$ cat config.mk
export PLATFORM = sky130hd
export DESIGN_NAME = seq_ctrl_top
export DESIGN_NICKNAME = d
export VERILOG_FILES = /design/src/rtl/seq_ctrl_pkg.sv /design/src/rtl/seq_ring.sv /design/src/rtl/seq_decode.sv /design/src/rtl/seq_word_reg.sv /design/src/rtl/seq_ctrl_top.sv
export SDC_FILE = /design/constraint.sdc
export NUM_CORES = 1
export LEC_CHECK = 0
export BUFFER_PORTS_ARGS = -buffer_cell sky130_fd_sc_hd__buf_2
export CAP_MARGIN = 5
export CORE_UTILIZATION = 45
export DETAILED_ROUTE_END_ITERATION = 7
export GPL_TIMING_DRIVEN = 1
export PLACE_DENSITY_LB_ADDON = 0.2
export REMOVE_ABC_BUFFERS = 1
export SKIP_CTS_REPAIR_TIMING = 1
export SYNTH_ARGS = -nofsm -noshare
export SYNTH_HDL_FRONTEND = slang
export SYNTH_SLANG_ARGS = --single-unit
export TNS_END_PERCENT = 30
$ cat constraint.sdc
create_clock -name clk -period 1.1 [get_ports clk]
set_input_delay 0.22 -clock clk [delete_from_list [all_inputs] [get_ports clk]]
set_output_delay 0.22 -clock clk [all_outputs]
set_load 0.1 [all_outputs]
$ cat src/rtl/seq_ctrl_pkg.sv
package seq_ctrl_pkg;
  localparam int OP_W = 4;
  typedef logic [OP_W-1:0] op_t;

  localparam op_t OP_LDA = 4'h0;
  localparam op_t OP_ADD = 4'h1;
  localparam op_t OP_SUB = 4'h2;
  localparam op_t OP_OUT = 4'hE;
  localparam op_t OP_HLT = 4'hF;

  // zero-based ring positions
  localparam int ST_T1 = 0;
  localparam int ST_T2 = 1;
  localparam int ST_T3 = 2;
  localparam int ST_T4 = 3;
  localparam int ST_T5 = 4;
  localparam int ST_T6 = 5;

  // internal control word, every field active high
  typedef struct packed {
    logic pc_cnt;
    logic pc_en;
    logic mar_ld;
    logic ram_rd;
    logic ir_ld;
    logic ir_en;
    logic acc_ld;
    logic acc_en;
    logic b_ld;
    logic alu_sub;
    logic alu_en;
    logic out_ld;
  } ctrl_t;

  function automatic logic uses_mem(input op_t op);
    return (op == OP_LDA) || (op == OP_ADD) || (op == OP_SUB);
  endfunction

  function automatic logic is_arith(input op_t op);
    return (op == OP_ADD) || (op == OP_SUB);
  endfunction

  function automatic ctrl_t ctrl_for(input int st, input op_t op);
    ctrl_t c;
    c = '0;
    case (st)
      ST_T1: begin c.pc_en = 1'b1; c.mar_ld = 1'b1; end
      ST_T2: c.pc_cnt = 1'b1;
      ST_T3: begin c.ram_rd = 1'b1; c.ir_ld = 1'b1; end
      ST_T4: begin
        if (uses_mem(op)) begin c.ir_en = 1'b1; c.mar_ld = 1'b1; end
        if (op == OP_OUT) begin c.acc_en = 1'b1; c.out_ld = 1'b1; end
      end
      ST_T5: begin
        if (op == OP_LDA) begin c.ram_rd = 1'b1; c.acc_ld = 1'b1; end
        if (is_arith(op)) begin c.ram_rd = 1'b1; c.b_ld = 1'b1; end
      end
      ST_T6: begin
        if (is_arith(op)) begin c.alu_en = 1'b1; c.acc_ld = 1'b1; end
      end
      default: c = '0;
    endcase
    if ((st >= ST_T4) && (st <= ST_T6) && (op == OP_SUB)) c.alu_sub = 1'b1;
    return c;
  endfunction

  function automatic int bus_sources(input ctrl_t w);
    return int'(w.pc_en) + int'(w.ram_rd) + int'(w.ir_en) + int'(w.acc_en) + int'(w.alu_en);
  endfunction

  function automatic logic any_load(input ctrl_t w);
    return w.mar_ld | w.ir_ld | w.acc_ld | w.b_ld | w.out_ld;
  endfunction
endpackage

$ cat src/rtl/seq_ring.sv
module seq_ring
  import seq_ctrl_pkg::*;
#(
  parameter int NUM_STATES = 6
) (
  input  logic                  clk,
  input  logic                  clr_n,
  input  op_t                   opcode,
  output logic [NUM_STATES-1:0] ring,
  output logic                  halted,
  output logic                  halt_hit
);
  localparam logic [NUM_STATES-1:0] RING_START = {{(NUM_STATES-1){1'b0}}, 1'b1};

  logic [NUM_STATES-1:0] ring_next;

  assign halt_hit  = ring[ST_T4] && (opcode == OP_HLT);
  assign ring_next = {ring[NUM_STATES-2:0], ring[NUM_STATES-1]};

  always_ff @(posedge clk or negedge clr_n) begin
    if (!clr_n) begin
      ring   <= RING_START;
      halted <= 1'b0;
    end else if (!halted) begin
      if (halt_hit) halted <= 1'b1;
      else          ring   <= ring_next;
    end
  end

  AST_RING_ONEHOT: assert property (@(posedge clk) disable iff (!clr_n)
    $countones(ring) == 1);
  AST_RING_WRAP: assert property (@(posedge clk) disable iff (!clr_n)
    (!halted && ring[NUM_STATES-1]) |=> ring[0]);
  AST_HALT_HOLD: assert property (@(posedge clk) disable iff (!clr_n)
    halted |=> (halted && $stable(ring)));
endmodule

$ cat src/rtl/seq_decode.sv
module seq_decode
  import seq_ctrl_pkg::*;
#(
  parameter int NUM_STATES = 6
) (
  input  logic [NUM_STATES-1:0] ring,
  input  logic                  halted,
  input  op_t                   opcode,
  output ctrl_t                 word
);
  always_comb begin
    word = '0;
    for (int i = 0; i < NUM_STATES; i++) begin
      if (ring[i]) word = word | ctrl_for(i, opcode);
    end
    if (halted) word = '0;
  end

  always_comb begin
    AST_DECODE_ONE_SOURCE: assert (bus_sources(word) <= 1);
  end
endmodule

$ cat src/rtl/seq_word_reg.sv
module seq_word_reg
  import seq_ctrl_pkg::*;
(
  input  logic  clk,
  input  logic  clr_n,
  input  ctrl_t word_d,
  output ctrl_t word_q
);
  always_ff @(negedge clk or negedge clr_n) begin
    if (!clr_n) word_q <= '0;
    else        word_q <= word_d;
  end
endmodule

$ cat src/rtl/seq_ctrl_top.sv
module seq_ctrl_top
  import seq_ctrl_pkg::*;
#(
  parameter int NUM_STATES = 6
) (
  input  logic       clk,
  input  logic       clr_n,
  input  logic [3:0] opcode,
  output logic       pc_cnt,
  output logic       pc_en,
  output logic       mar_ld_n,
  output logic       ram_rd_n,
  output logic       ir_ld_n,
  output logic       ir_en_n,
  output logic       acc_ld_n,
  output logic       acc_en,
  output logic       b_ld_n,
  output logic       alu_sub,
  output logic       alu_en,
  output logic       out_ld_n
);
  logic [NUM_STATES-1:0] ring;
  logic                  halted;
  logic                  halt_hit;
  ctrl_t                 word_d;
  ctrl_t                 word_q;

  seq_ring #(.NUM_STATES(NUM_STATES)) ring_i (
    .clk(clk), .clr_n(clr_n), .opcode(opcode),
    .ring(ring), .halted(halted), .halt_hit(halt_hit)
  );

  seq_decode #(.NUM_STATES(NUM_STATES)) decode_i (
    .ring(ring), .halted(halted), .opcode(opcode), .word(word_d)
  );

  seq_word_reg word_i (
    .clk(clk), .clr_n(clr_n), .word_d(word_d), .word_q(word_q)
  );

  assign pc_cnt   =  word_q.pc_cnt;
  assign pc_en    =  word_q.pc_en;
  assign mar_ld_n = ~word_q.mar_ld;
  assign ram_rd_n = ~word_q.ram_rd;
  assign ir_ld_n  = ~word_q.ir_ld;
  assign ir_en_n  = ~word_q.ir_en;
  assign acc_ld_n = ~word_q.acc_ld;
  assign acc_en   =  word_q.acc_en;
  assign b_ld_n   = ~word_q.b_ld;
  assign alu_sub  =  word_q.alu_sub;
  assign alu_en   =  word_q.alu_en;
  assign out_ld_n = ~word_q.out_ld;

  logic [4:0] src_vec;
  logic       load_any;
  assign src_vec  = {pc_en, ~ram_rd_n, ~ir_en_n, acc_en, alu_en};
  assign load_any = ~mar_ld_n | ~ir_ld_n | ~acc_ld_n | ~b_ld_n | ~out_ld_n;

  AST_ONE_BUS_SOURCE: assert property (@(posedge clk) disable iff (!clr_n)
    $countones(src_vec) <= 1);
  AST_LOAD_HAS_SOURCE: assert property (@(posedge clk) disable iff (!clr_n)
    load_any |-> ($countones(src_vec) == 1));
  AST_HALT_QUIET: assert property (@(posedge clk) disable iff (!clr_n)
    halted |-> (!pc_cnt && !pc_en && !acc_en && !alu_en && !alu_sub &&
                mar_ld_n && ram_rd_n && ir_ld_n && ir_en_n && acc_ld_n && b_ld_n && out_ld_n));
  AST_ALU_FEEDS_ACC: assert property (@(posedge clk) disable iff (!clr_n)
    alu_en |-> !acc_ld_n);
endmodule

==> results.yml, run 1 <==
outcome:
  status: "finished with violations"
  violations: "negative setup slack"
cells_and_area:
  utilization_pct: 79.2
  layout.nets: 104
  design_area_um2: 1210
  multi_input_area_um2: 274
  fillerInstances: 94
  syn_to_final_growth_pct: 63.0
  drive_above_1_share_pct: 55.7
  antenna_cells: 0
  register_area_um2: 452
die:
  die_x_um: 42.6
  initial_core_util_pct: 48.6
  coreArea_um2: 1520
  die_area_um2: 1810
  die_height_um: 42.6
  num_io_pins: 18
  rows: 14
setup_path:
  rr_startpoint: "ring_i.halted$_DFF_PN0_"
  startpoint_type: "flop"
  crit_fanout: 2
  crit_path_start: "word_i.word_q[4]$_DFF_NN0_"
  crit_type: "flop to output port"
  endpoint_kind: "output port"
  arrival_ns: 1.56
  required_ns: 0.88
global_routing:
  grt_max_degree: 14
  grt_overflow: 0
  grt.total_usage_pct: 21.2
  grt_antenna_before_repair: 0
  grt_pass1_vias: 631
  grt_pass1_wl_um: 2680
yosys:
  synthTopCellsByCount: "dfrtn_1, inv_1, dfrtp_1"
  synth.avg_cell_area_um2: 11.9
  yosys.area.top_type_share_pct: 37.2
  synthArstFlopShare_pct: 100
  synth_ff_type: "dfrtn_1"
  ys_types: 24
  synth-edff-count: 0
  synth_area_um2: 741
  ys_top_cells_by_area: "dfrtn_1, dfrtp_1, mux2_4"
  synth.most_common_cell: "dfrtn_1"
  yosys.area.top_type: "dfrtn_1"
  ys_ff_latch: 18
  yosysWarnings: 0
  synth_seq_area_share_pct: 61.0
  synth_cells: 62
routing:
  drt-initial-drc-count: 8
  firstDrtPassIters: 4
  ant_nets: 0
  wl_per_cell_um: 13.9
  routed_via_density: 5.19
  routed_wl_um: 1570
  drc: 0
  dr_total_vias: 587
placed_design:
  place_hpwl_um: 1100
  pre_cts_ws_ns: -0.493
  portBuffers: 17
  gp_congestion: 0.873
  dpl_cell_area_um2: 1130
pwr:
  total_power_mw: 3.63
  power_density_nw_per_um2: 3010
  ir_worst_vdd_v: 0.00185
  power_leakage_nw: 0.586
sta:
  setup_ws_ns: -0.678
  relSlewSlack_pct: 80.3
  rsz0062_at_grt: "true"
  final-setup-viol-count: 27
  slew_viol_final: 0
  hold_violations: 0
  finClkSkew_ns: 0.00547
  worst_slew_pin_slew_ns: 0.296
clock_network:
  cts_made_buffers: 3
  clkLatencyLatePin_ns: 0.30
  cts_buffer_depth: 2
  cts.sinks: 18
  cts_tree: "yes"
  cts-root-buf: "clkbuf_4"
  clk_pin_slew_ns: 0.10
  cts-htree-levels: 1
min_path:
  hp-class: "input port to async pin"
run:
  maxCapViolCount: 0
[where the power goes]
part / internal (mW) / total, mW / switching (mW)
combinational: 0.947 / 2.13 / 1.18
sequential: 0.914 / 1.09 / 0.173
clock: 0.202 / 0.411 / 0.209
[critical path: stages (launching register included)]
cell	delay [ns]
dfrtn_1	0.48
inv_2	0.07
buf_12	0.16
[layout make-up]
cell class	count	share of cell area (%)
Clock buffer	4	3.01
Timing Repair Buffer	32	32.1
Multi-Input combinational cell	33	22.7
Sequential cell	18	37.4
Tap cell	16	1.66
Inverter	10	3.11
[logic make-up after synthesis]
group	synth area share (%)
buffers and inverters	5.57
multiplexers	9.46
flip-flops	61.0
AO/OA/AOI/OAI	9.12
AND/OR/NAND/NOR	14.9
[placed cells by master, fill, tap and decap left out, drive strengths merged]
cell type / instances
mux2i: 1
or2b: 1
dfrtp: 6
and4: 1
nor2b: 2
o21ai: 2
inv: 10
or3: 1
dlygate4sd3: 1
nand2: 3
buf: 31
and2: 2
nor3: 2
nand2b: 1
clkbuf: 4
a211oi: 1
dfstp: 1
nor2: 4
nor4b: 1
dfrtn: 11
a21oi: 3
and3b: 1
o22ai: 1
mux2: 4
o22a: 2
[flip-flops by register name (all words and copies together), names as in the netlist]
register	cells
word_i.word_q	11
ring_i.halted	1
ring_i.ring	6
[worst paths after layout]
kind	endpoint	slack, ns	cells past startpoint
setup / recovery	out_ld_n	-0.68	2
hold / removal	ring_i.ring[3]$_DFFE_PN0P_	0.33	2
setup reg to reg	word_i.word_q[1]$_DFF_NN0_	-0.47	3
hold reg to reg	ring_i.ring[2]$_DFFE_PN0P_	0.60	2
max in group asynchronous	word_i.word_q[7]$_DFF_NN0_	0.07	2
min in group clk	ring_i.ring[3]$_DFFE_PN0P_	0.59	5
[routing by layer]
layer  track usage [%]  vias to the layer above  part of all wire [%]
met5                 0                        -                     0
met4              16.9                        0                   2.7
met3              3.88                        6                   2.8
met2              35.7                       15                    55
met1              23.0                      295                    39
li1                  -                      271                     -
[stage by stage]
stage                     hold WS [ns]  instances  TNS (ns)
after CTS                       -0.209        112    -11.40
after global placement           0.116        108     -7.70
after floorplan                -0.0756         61    -11.70
after global routing             0.343        113    -12.04
after detailed placement         0.120        108     -8.14
final                            0.330        113    -11.04
Power figures use the tool's default switching activity.
==> inputs of run 2 (changes only) <==
- CORE_MARGIN: unset -> 1.5
- clock period: 1.1 -> 1.43 ns (I/O delays scaled with it)
==> results.yml, run 2 (synthesized netlist as in run 1, its figures left out) <==
sta:
  holdWs_ns: 0.105
  slew_viol_final: 0
  worst_slew_pin_slew_ns: 0.332
  finClkSkew_ns: 0.00630
  setup_ws_ns: -0.569
  hold_violations: 0
  relSlewSlack_pct: 77.7
  rsz0062_at_grt: "true"
  final-setup-viol-count: 23
  tns_ns: -7.34
pwr:
  total_power_mw: 2.69
  ir_worst_vdd_v: 0.00149
  power_leakage_nw: 0.559
  power_density_nw_per_um2: 2320
die:
  rows: 14
  die_area_um2: 1900
  die_x_um: 43.6
  die_height_um: 43.6
  coreArea_um2: 1520
  initial_core_util_pct: 48.6
  num_io_pins: 18
cells_and_area:
  final_cell_mix: "buf_12, dfrtn_1, buf_4, inv_2, dfrtp_1"
  largest_register_ffs: 11
  top_regs: "word_i.word_q: 11 flops, ring_i.ring: 6 flops, ring_i.halted: 1 flops"
  utilization_pct: 76.0
  layout.nets: 99
  syn_to_final_growth_pct: 56.4
  drive_above_1_share_pct: 52.2
  top_register: "word_i.word_q"
  final_common_cell: "buf_12"
  antenna_cells: 0
setup_path:
  endpoint_kind: "output port"
  ff2ff_path_depth: 3
  arrival_ns: 1.71
  crit_fanout: 2
  startpoint_type: "flop"
  crit_type: "flop to output port"
  required_ns: 1.14
global_routing:
  grt_pass1_vias: 558
  grt_max_degree: 19
  grt_overflow: 0
  met1_usage_pct: 20.9
  grt_pass1_wl_um: 2440
  busiest_layer: "met2"
  grt_antenna_before_repair: 0
  use_met3_pct: 3.75
  grtUsageMet2_pct: 31.2
  grt.total_usage_pct: 17.7
placed_design:
  portBuffers: 17
  pre_cts_ws_ns: -0.419
  gp_congestion: 0.914
  place_hpwl_um: 1040
clock_network:
  cts-htree-levels: 1
  cts_tree: "yes"
  cts-root-buf: "clkbuf_4"
  clkLatencyLatePin_ns: 0.29
  cts_buffer_depth: 2
  cts_made_buffers: 3
  cts.sinks: 18
  clk_pin_slew_ns: 0.10
min_path:
  hp-class: "input port to async pin"
routing:
  dr_total_vias: 539
  ant_nets: 0
  routed_via_density: 4.99
  wl_per_cell_um: 12.9
  routed_wl_um: 1400
  drt-initial-drc-count: 4
  firstDrtPassIters: 3
  drc: 0
outcome:
  status: "finished with violations"
  violations: "negative setup slack"
run:
  maxCapViolCount: 0
## run 2: cell count changes in the layout (fill, tap and decap cells not counted), sizes merged
| cell | previous run | this run |
|---|---|---|
| buf | 31 | 26 |
## run 2: area by class of cell
class | instances | area [µm²]
flip-flops and latches | 18 | 452
well taps | 16 | 20.0
clock buffers | 4 | 36.3
fillers | 95 | 365
inverters | 10 | 37.5
repair buffers | 27 | 347
multi-input cells | 33 | 267
## run 2: worst paths after layout
path	start	endpoint	slack (ns)
max	word_i.word_q[4]$_DFF_NN0_	out_ld_n	-0.57
max in group asynchronous	clr_n	ring_i.ring[2]$_DFFE_PN0P_	0.56
min	clr_n	ring_i.ring[0]$_DFFE_PN1P_	0.10
max reg2reg	ring_i.halted$_DFF_PN0_	word_i.word_q[1]$_DFF_NN0_	-0.28
min reg2reg	ring_i.ring[1]$_DFFE_PN0P_	ring_i.ring[1]$_DFFE_PN0P_	0.54
min in group clk	ring_i.ring[1]$_DFFE_PN0P_	ring_i.ring[1]$_DFFE_PN0P_	0.54
## run 2: metrics by stage
stage / cells / cell area [µm²]
floorplan: 61 / 737
global placement: 103 / 1090
detailed placement: 103 / 1090
CTS: 107 / 1130
global route: 108 / 1160
finish: 108 / 1160
## run 2: critical path: stages (launching register included)
cell     delay, ns
dfrtn_1       0.48
inv_2         0.06
buf_12        0.16
## run 2: report_power, final
group	internal (mW)	switching [mW]	total, mW
Sequential	0.704	0.141	0.845
Combinational	0.664	0.876	1.54
Clock	0.155	0.154	0.309
## run 2: layer usage
metal | wire (µm) | vias to the layer above
met4 | 20 | 0
met5 | 0 | -
li1 | - | 263
met2 | 765 | 13
met3 | 37 | 4
met1 | 574 | 259
